[src/rtl/callret_pkg.sv]
package callret_pkg;

    typedef enum logic [2:0] {
        OP_HOLD,
        OP_PUSH,
        OP_POP,
        OP_SWAP,
        OP_CLEAR
    } stk_op_e;

    typedef struct packed {
        logic valid;
        logic cond;
    } call_req_t;

    function automatic stk_op_e decode_op(logic flush, logic call, logic ret, logic empty);
        if (flush)              return OP_CLEAR;
        else if (call && ret)   return empty ? OP_PUSH : OP_SWAP;
        else if (call)          return OP_PUSH;
        else if (ret)           return empty ? OP_HOLD : OP_POP;
        else                    return OP_HOLD;
    endfunction

    function automatic int unsigned ring_fwd(int unsigned idx, int unsigned depth);
        return (idx + 1 >= depth) ? 0 : idx + 1;
    endfunction

    function automatic int unsigned ring_back(int unsigned idx, int unsigned depth);
        return (idx == 0) ? depth - 1 : idx - 1;
    endfunction

endpackage

[src/rtl/callret_track.sv]
module callret_track
    import callret_pkg::*;
#(
    parameter int unsigned DEPTH = 3,
    parameter int unsigned IDX_W = 2,
    parameter int unsigned CNT_W = 2
) (
    input  logic             clk,
    input  logic             rst,
    input  stk_op_e          op,
    output logic [IDX_W-1:0] top_idx,
    output logic [IDX_W-1:0] wr_idx,
    output logic             wr_en,
    output logic [CNT_W-1:0] occ,
    output logic             empty
);

    localparam logic [CNT_W-1:0] FULL_CNT = CNT_W'(DEPTH);

    logic [IDX_W-1:0] top_q, top_d;
    logic [CNT_W-1:0] occ_q, occ_d;
    logic [IDX_W-1:0] fwd_idx, back_idx;

    assign fwd_idx  = IDX_W'(ring_fwd(32'(top_q), DEPTH));
    assign back_idx = IDX_W'(ring_back(32'(top_q), DEPTH));

    always_comb begin
        top_d = top_q;
        occ_d = occ_q;
        unique case (op)
            OP_PUSH: begin
                top_d = fwd_idx;
                occ_d = (occ_q == FULL_CNT) ? FULL_CNT : occ_q + 1'b1;
            end
            OP_POP: begin
                top_d = back_idx;
                occ_d = occ_q - 1'b1;
            end
            OP_CLEAR: begin
                occ_d = '0;
            end
            default: ;
        endcase
    end

    always_ff @(posedge clk) begin
        if (rst) begin
            top_q <= '0;
            occ_q <= '0;
        end else begin
            top_q <= top_d;
            occ_q <= occ_d;
        end
    end

    assign wr_en   = (op == OP_PUSH) || (op == OP_SWAP);
    assign wr_idx  = (op == OP_PUSH) ? fwd_idx : top_q;
    assign top_idx = top_q;
    assign occ     = occ_q;
    assign empty   = (occ_q == '0);

endmodule

[src/rtl/callret_store.sv]
module callret_store #(
    parameter int unsigned ADDR_W = 32,
    parameter int unsigned DEPTH  = 3,
    parameter int unsigned IDX_W  = 2
) (
    input  logic              clk,
    input  logic              rst,
    input  logic              wr_en,
    input  logic [IDX_W-1:0]  wr_idx,
    input  logic [ADDR_W-1:0] wr_data,
    input  logic [IDX_W-1:0]  rd_idx,
    output logic [ADDR_W-1:0] rd_data
);

    logic [ADDR_W-1:0] slot_q [DEPTH];

    for (genvar g = 0; g < DEPTH; g++) begin : g_slot
        logic hit;
        assign hit = wr_en && (wr_idx == IDX_W'(g));
        always_ff @(posedge clk) begin
            if (rst)      slot_q[g] <= '0;
            else if (hit) slot_q[g] <= wr_data;
        end
    end

    always_comb begin
        rd_data = '0;
        for (int k = 0; k < DEPTH; k++) begin
            if (rd_idx == IDX_W'(k)) rd_data = slot_q[k];
        end
    end

endmodule

[src/rtl/callret_dir.sv]
module callret_dir
    import callret_pkg::*;
(
    input  call_req_t req,
    output logic      taken
);

    always_comb begin
        taken = 1'b0;
        if (req.valid) taken = !req.cond;
    end

endmodule

[src/rtl/callret_stack.sv]
module callret_stack
    import callret_pkg::*;
#(
    parameter int unsigned ADDR_W = 32,
    parameter int unsigned DEPTH  = 3
) (
    input  logic              clk,
    input  logic              rst,
    input  logic              flush_i,
    input  logic              call_valid_i,
    input  logic              call_cond_i,
    input  logic [ADDR_W-1:0] call_ret_addr_i,
    input  logic              ret_valid_i,
    output logic              pred_valid_o,
    output logic [ADDR_W-1:0] pred_addr_o,
    output logic              call_taken_o
);

    localparam int unsigned IDX_W = (DEPTH > 1) ? $clog2(DEPTH) : 1;
    localparam int unsigned CNT_W = $clog2(DEPTH + 1);

    stk_op_e           op;
    logic [IDX_W-1:0]  top_idx, wr_idx;
    logic              wr_en, empty;
    logic [CNT_W-1:0]  occ_cnt;
    logic [ADDR_W-1:0] top_addr;
    call_req_t         call_req;

    assign op = decode_op(flush_i, call_valid_i, ret_valid_i, empty);

    callret_track #(.DEPTH(DEPTH), .IDX_W(IDX_W), .CNT_W(CNT_W)) u_track (
        .clk     (clk),
        .rst     (rst),
        .op      (op),
        .top_idx (top_idx),
        .wr_idx  (wr_idx),
        .wr_en   (wr_en),
        .occ     (occ_cnt),
        .empty   (empty)
    );

    callret_store #(.ADDR_W(ADDR_W), .DEPTH(DEPTH), .IDX_W(IDX_W)) u_store (
        .clk     (clk),
        .rst     (rst),
        .wr_en   (wr_en),
        .wr_idx  (wr_idx),
        .wr_data (call_ret_addr_i),
        .rd_idx  (top_idx),
        .rd_data (top_addr)
    );

    assign call_req.valid = call_valid_i;
    assign call_req.cond  = call_cond_i;

    callret_dir u_dir (
        .req   (call_req),
        .taken (call_taken_o)
    );

    assign pred_valid_o = ret_valid_i && !empty;
    assign pred_addr_o  = pred_valid_o ? top_addr : '0;

endmodule

[config.mk]
export PLATFORM = sky130hd
export DESIGN_NAME = callret_stack
export DESIGN_NICKNAME = d
export VERILOG_FILES = /design/src/rtl/callret_pkg.sv /design/src/rtl/callret_track.sv /design/src/rtl/callret_store.sv /design/src/rtl/callret_dir.sv /design/src/rtl/callret_stack.sv
export SDC_FILE = /design/constraint.sdc
export NUM_CORES = 1
export LEC_CHECK = 0
export BUFFER_PORTS_ARGS = -buffer_cell sky130_fd_sc_hd__buf_4
export CAP_MARGIN = 20
export CORE_MARGIN = 4
export CORE_UTILIZATION = 49
export CTS_BUF_LIST = sky130_fd_sc_hd__clkbuf_4 sky130_fd_sc_hd__clkbuf_8
export CTS_CLUSTER_DIAMETER = 80
export DETAILED_ROUTE_END_ITERATION = 6
export PLACE_DENSITY_LB_ADDON = 0.25
export SLEW_MARGIN = 30
export SYNTH_ARGS = -nofsm -noshare
export SYNTH_HDL_FRONTEND = slang
export SYNTH_SLANG_ARGS = --single-unit
export TNS_END_PERCENT = 30
[constraint.sdc]
create_clock -name clk -period 3.15 [get_ports clk]
set_input_delay 0.1575 -clock clk [delete_from_list [all_inputs] [get_ports clk]]
set_output_delay 0.1575 -clock clk [all_outputs]
set_load 0.1 [all_outputs]
==> results.json <==
{
  "outcome": "completed",
  "synth_mux_area_share_pct": 0.205,
  "fin_setup_tns_ns": 0,
  "finalCritPeriodShare_pct": 86.2,
  "drv_cap": 0,
  "area_delta_synth_final_pct": 17.1,
  "cts_tree": "done",
  "power_uw": 2790,
  "slew_viol_final": 0,
  "hold_path.class": "input pin to flip-flop",
  "finClkSkew_ns": 0.0111,
  "grt_pass1_wl_mm": 16.6,
  "dp.cells": 647,
  "cts_hold_buf": 0,
  "drc_errors": 0,
  "critical_path_class": "flip-flop to primary output",
  "synth_simple_gate_area_share_pct": 24.8,
  "die_area_um2": 11600,
  "ir_worst_vdd_v": 0.000256,
  "tightest_slew_ns": 0.614,
  "relSlewSlack_pct": 59.1,
  "netlist_instances": 468,
  "dp_hpwl_mm": 6.43,
  "path_clk_slew_ns": 0.09,
  "grt_util_all_layers_pct": 18.2,
  "dieHeight_um": 108,
  "layout_common_cells": "nor2_1 (120), edfxtp_1 (96), buf_4 (78), a21oi_1 (64)",
  "start_util_pct": 50.2,
  "cts_setup_buffers": 0,
  "synth_top_family_by_area": "simple AND/OR/NAND/NOR gates",
  "yosysWarnings": 0,
  "grt_max_degree": 42,
  "mostFrequentLayoutCell": "nor2_1",
  "synth-seq-cells": 100,
  "cts_sinks": 100,
  "num_rows": 36,
  "max_freq_mhz": 368,
  "clockBufferDepth": 2,
  "finalHoldViolCount": 0,
  "coreArea_um2": 9730,
  "seq_area_frac_synth_pct": 60.7,
  "cts_resized": 0,
  "grt_pass1_vias": 3485,
  "crit_path_end_kind": "primary output",
  "first_pass_iters": 5,
  "power_density_nw_per_um2": 488,
  "leakagePower_uw": 0.00209,
  "n_antenna_cell": 0,
  "clkLatencyLatePin_ns": 0.35,
  "synthXorXnorAreaFrac_pct": 0.179,
  "synthAdderAreaFrac_pct": 1.79,
  "finalNonFillerCells": 663,
  "io-pin-count": 72,
  "synth_fp_nets": 513,
  "syn_avg_cell_area_um2": 10.4,
  "cts_root_buf": "clkbuf_8",
  "rsz0062_at_grt": "false",
  "layout-drive-gt1-share_pct": 22.6,
  "numCtsBuffers": 9,
  "cp.required_ns": 2.99,
  "synth_compound_area_share_pct": 8.46,
  "cp_max_fo": 34,
  "setup_violations": 0,
  "synth_cell_types": 36,
  "gp_congestion": 0.722,
  "drt-total-wl_mm": 10.2,
  "cp.arrival_ns": 2.56,
  "drtIter0Drc": 209,
  "grt-ovfl-total": 0,
  "fin_nets": 570,
  "period_needed_ns": 2.71,
  "die_x_um": 108,
  "ant_nets": 0,
  "io_buffers": 71,
  "synth_area_um2": 4880,
  "via_per_inst": 5.31,
  "cts-htree-levels": 3,
  "routedWlPerCell_um": 15.3,
  "routed-via-count": 3522,
  "antenna_found_initial": 0,
  "start_kind": "flip-flop"
}
==> through the flow <==
| step | worst slack (ns) | hold slack (ns) | util [%] | cell area (µm²) |
|---|---|---|---|---|
| 2_1_floorplan | 0.436 | 0.236 | - | 4880 |
| 3_3_place_gp | 0.737 | 0.368 | 57.0 | 5550 |
| 3_5_place_dp | 0.649 | 0.383 | 57.0 | 5550 |
| 4_1_cts | 0.424 | 0.0103 | 58.8 | 5720 |
| 5_1_grt | 0.246 | 0.00336 | 58.8 | 5720 |
| 6_report | 0.435 | 0.0205 | 58.8 | 5720 |
==> power by group <==
part	switching [µW]	total (µW)	internal (µW)
Clock	429	726	297
Sequential	21.5	1560	1540
Combinational	342	508	166
==> worst paths after layout <==
| kind | from | to | slack [ns] | cells past startpoint |
|---|---|---|---|---|
| setup reg to reg | u_track.occ[0] | u_store.slot_q[1][19] | 0.70 | 8 |
| hold / removal | flush_i | u_track.occ[0] | 0.02 | 2 |
| hold reg to reg | u_track.top_idx[0] | u_track.top_idx[0] | 0.57 | 2 |
| setup / recovery | u_track.top_idx[1] | pred_addr_o[30] | 0.44 | 8 |
==> final cells by class <==
cell class                      count  area (µm²)
Clock inverter                      6        40.0
Sequential cell                   100        2960
Clock buffer                       10         131
Timing Repair Buffer               81         646
Multi-Input combinational cell    328        1750
Fill cell                         874        4010
Inverter                            5        18.8
Tap cell                          133         166
==> state kept, by name, summed over array words and instances, names as in the netlist <==
signal / flops
u_store.slot_q: 96
u_track.occ: 2
u_track.top_idx: 2
==> worst max-delay path, stage by stage (launching register included) <==
cell and delay [ns]:
dfxtp_1 0.36, inv_1 0.11, ha_2 0.53, buf_4 0.39, nand2_1 0.09, a21oi_1 0.15, a21oi_1 0.06, nor2_1 0.18
buf_4 0.33
==> synthesized netlist by cell type, drive strengths merged <==
cell | instances | area (µm²)
inv | 5 | 18.8
edfxtp | 96 | 2880
clkbuf | 21 | 78.8
nand3b | 33 | 248
a21oi | 64 | 320
and2 | 1 | 6.26
mux2i | 1 | 10.0
and3b | 1 | 8.76
nand2b | 38 | 253
o21ai | 2 | 13.8
o21bai | 1 | 7.51
and3 | 1 | 6.26
nor2b | 1 | 6.26
nand3 | 4 | 25.0
buf | 14 | 91.3
dfxtp | 4 | 80.1
or2 | 1 | 6.26
xnor2 | 1 | 8.76
nand2 | 33 | 124
a211oi | 3 | 27.5
a31oi | 2 | 12.5
a21bo | 1 | 16.3
ha | 7 | 87.6
or3 | 1 | 6.26
and2b | 1 | 7.51
o2111ai | 1 | 15.0
nor2 | 130 | 513
==> per-layer routing <==
metal	global-route usage (%)	wire length (µm)	vias up
met5	0	0	-
met4	3.07	67	0
met3	4.02	582	6
met2	33.0	5280	90
met1	22.6	4230	1715
li1	-	-	1711
==> cell families after synthesis <==
group,count (synthesis)
multiplexers,1
flip-flops,100
adder cells (fa/ha/maj),7
buffers and inverters,40
AO/OA/AOI/OAI,74
XOR/XNOR,1
AND/OR/NAND/NOR,245
(Power assumes the default switching activity.)
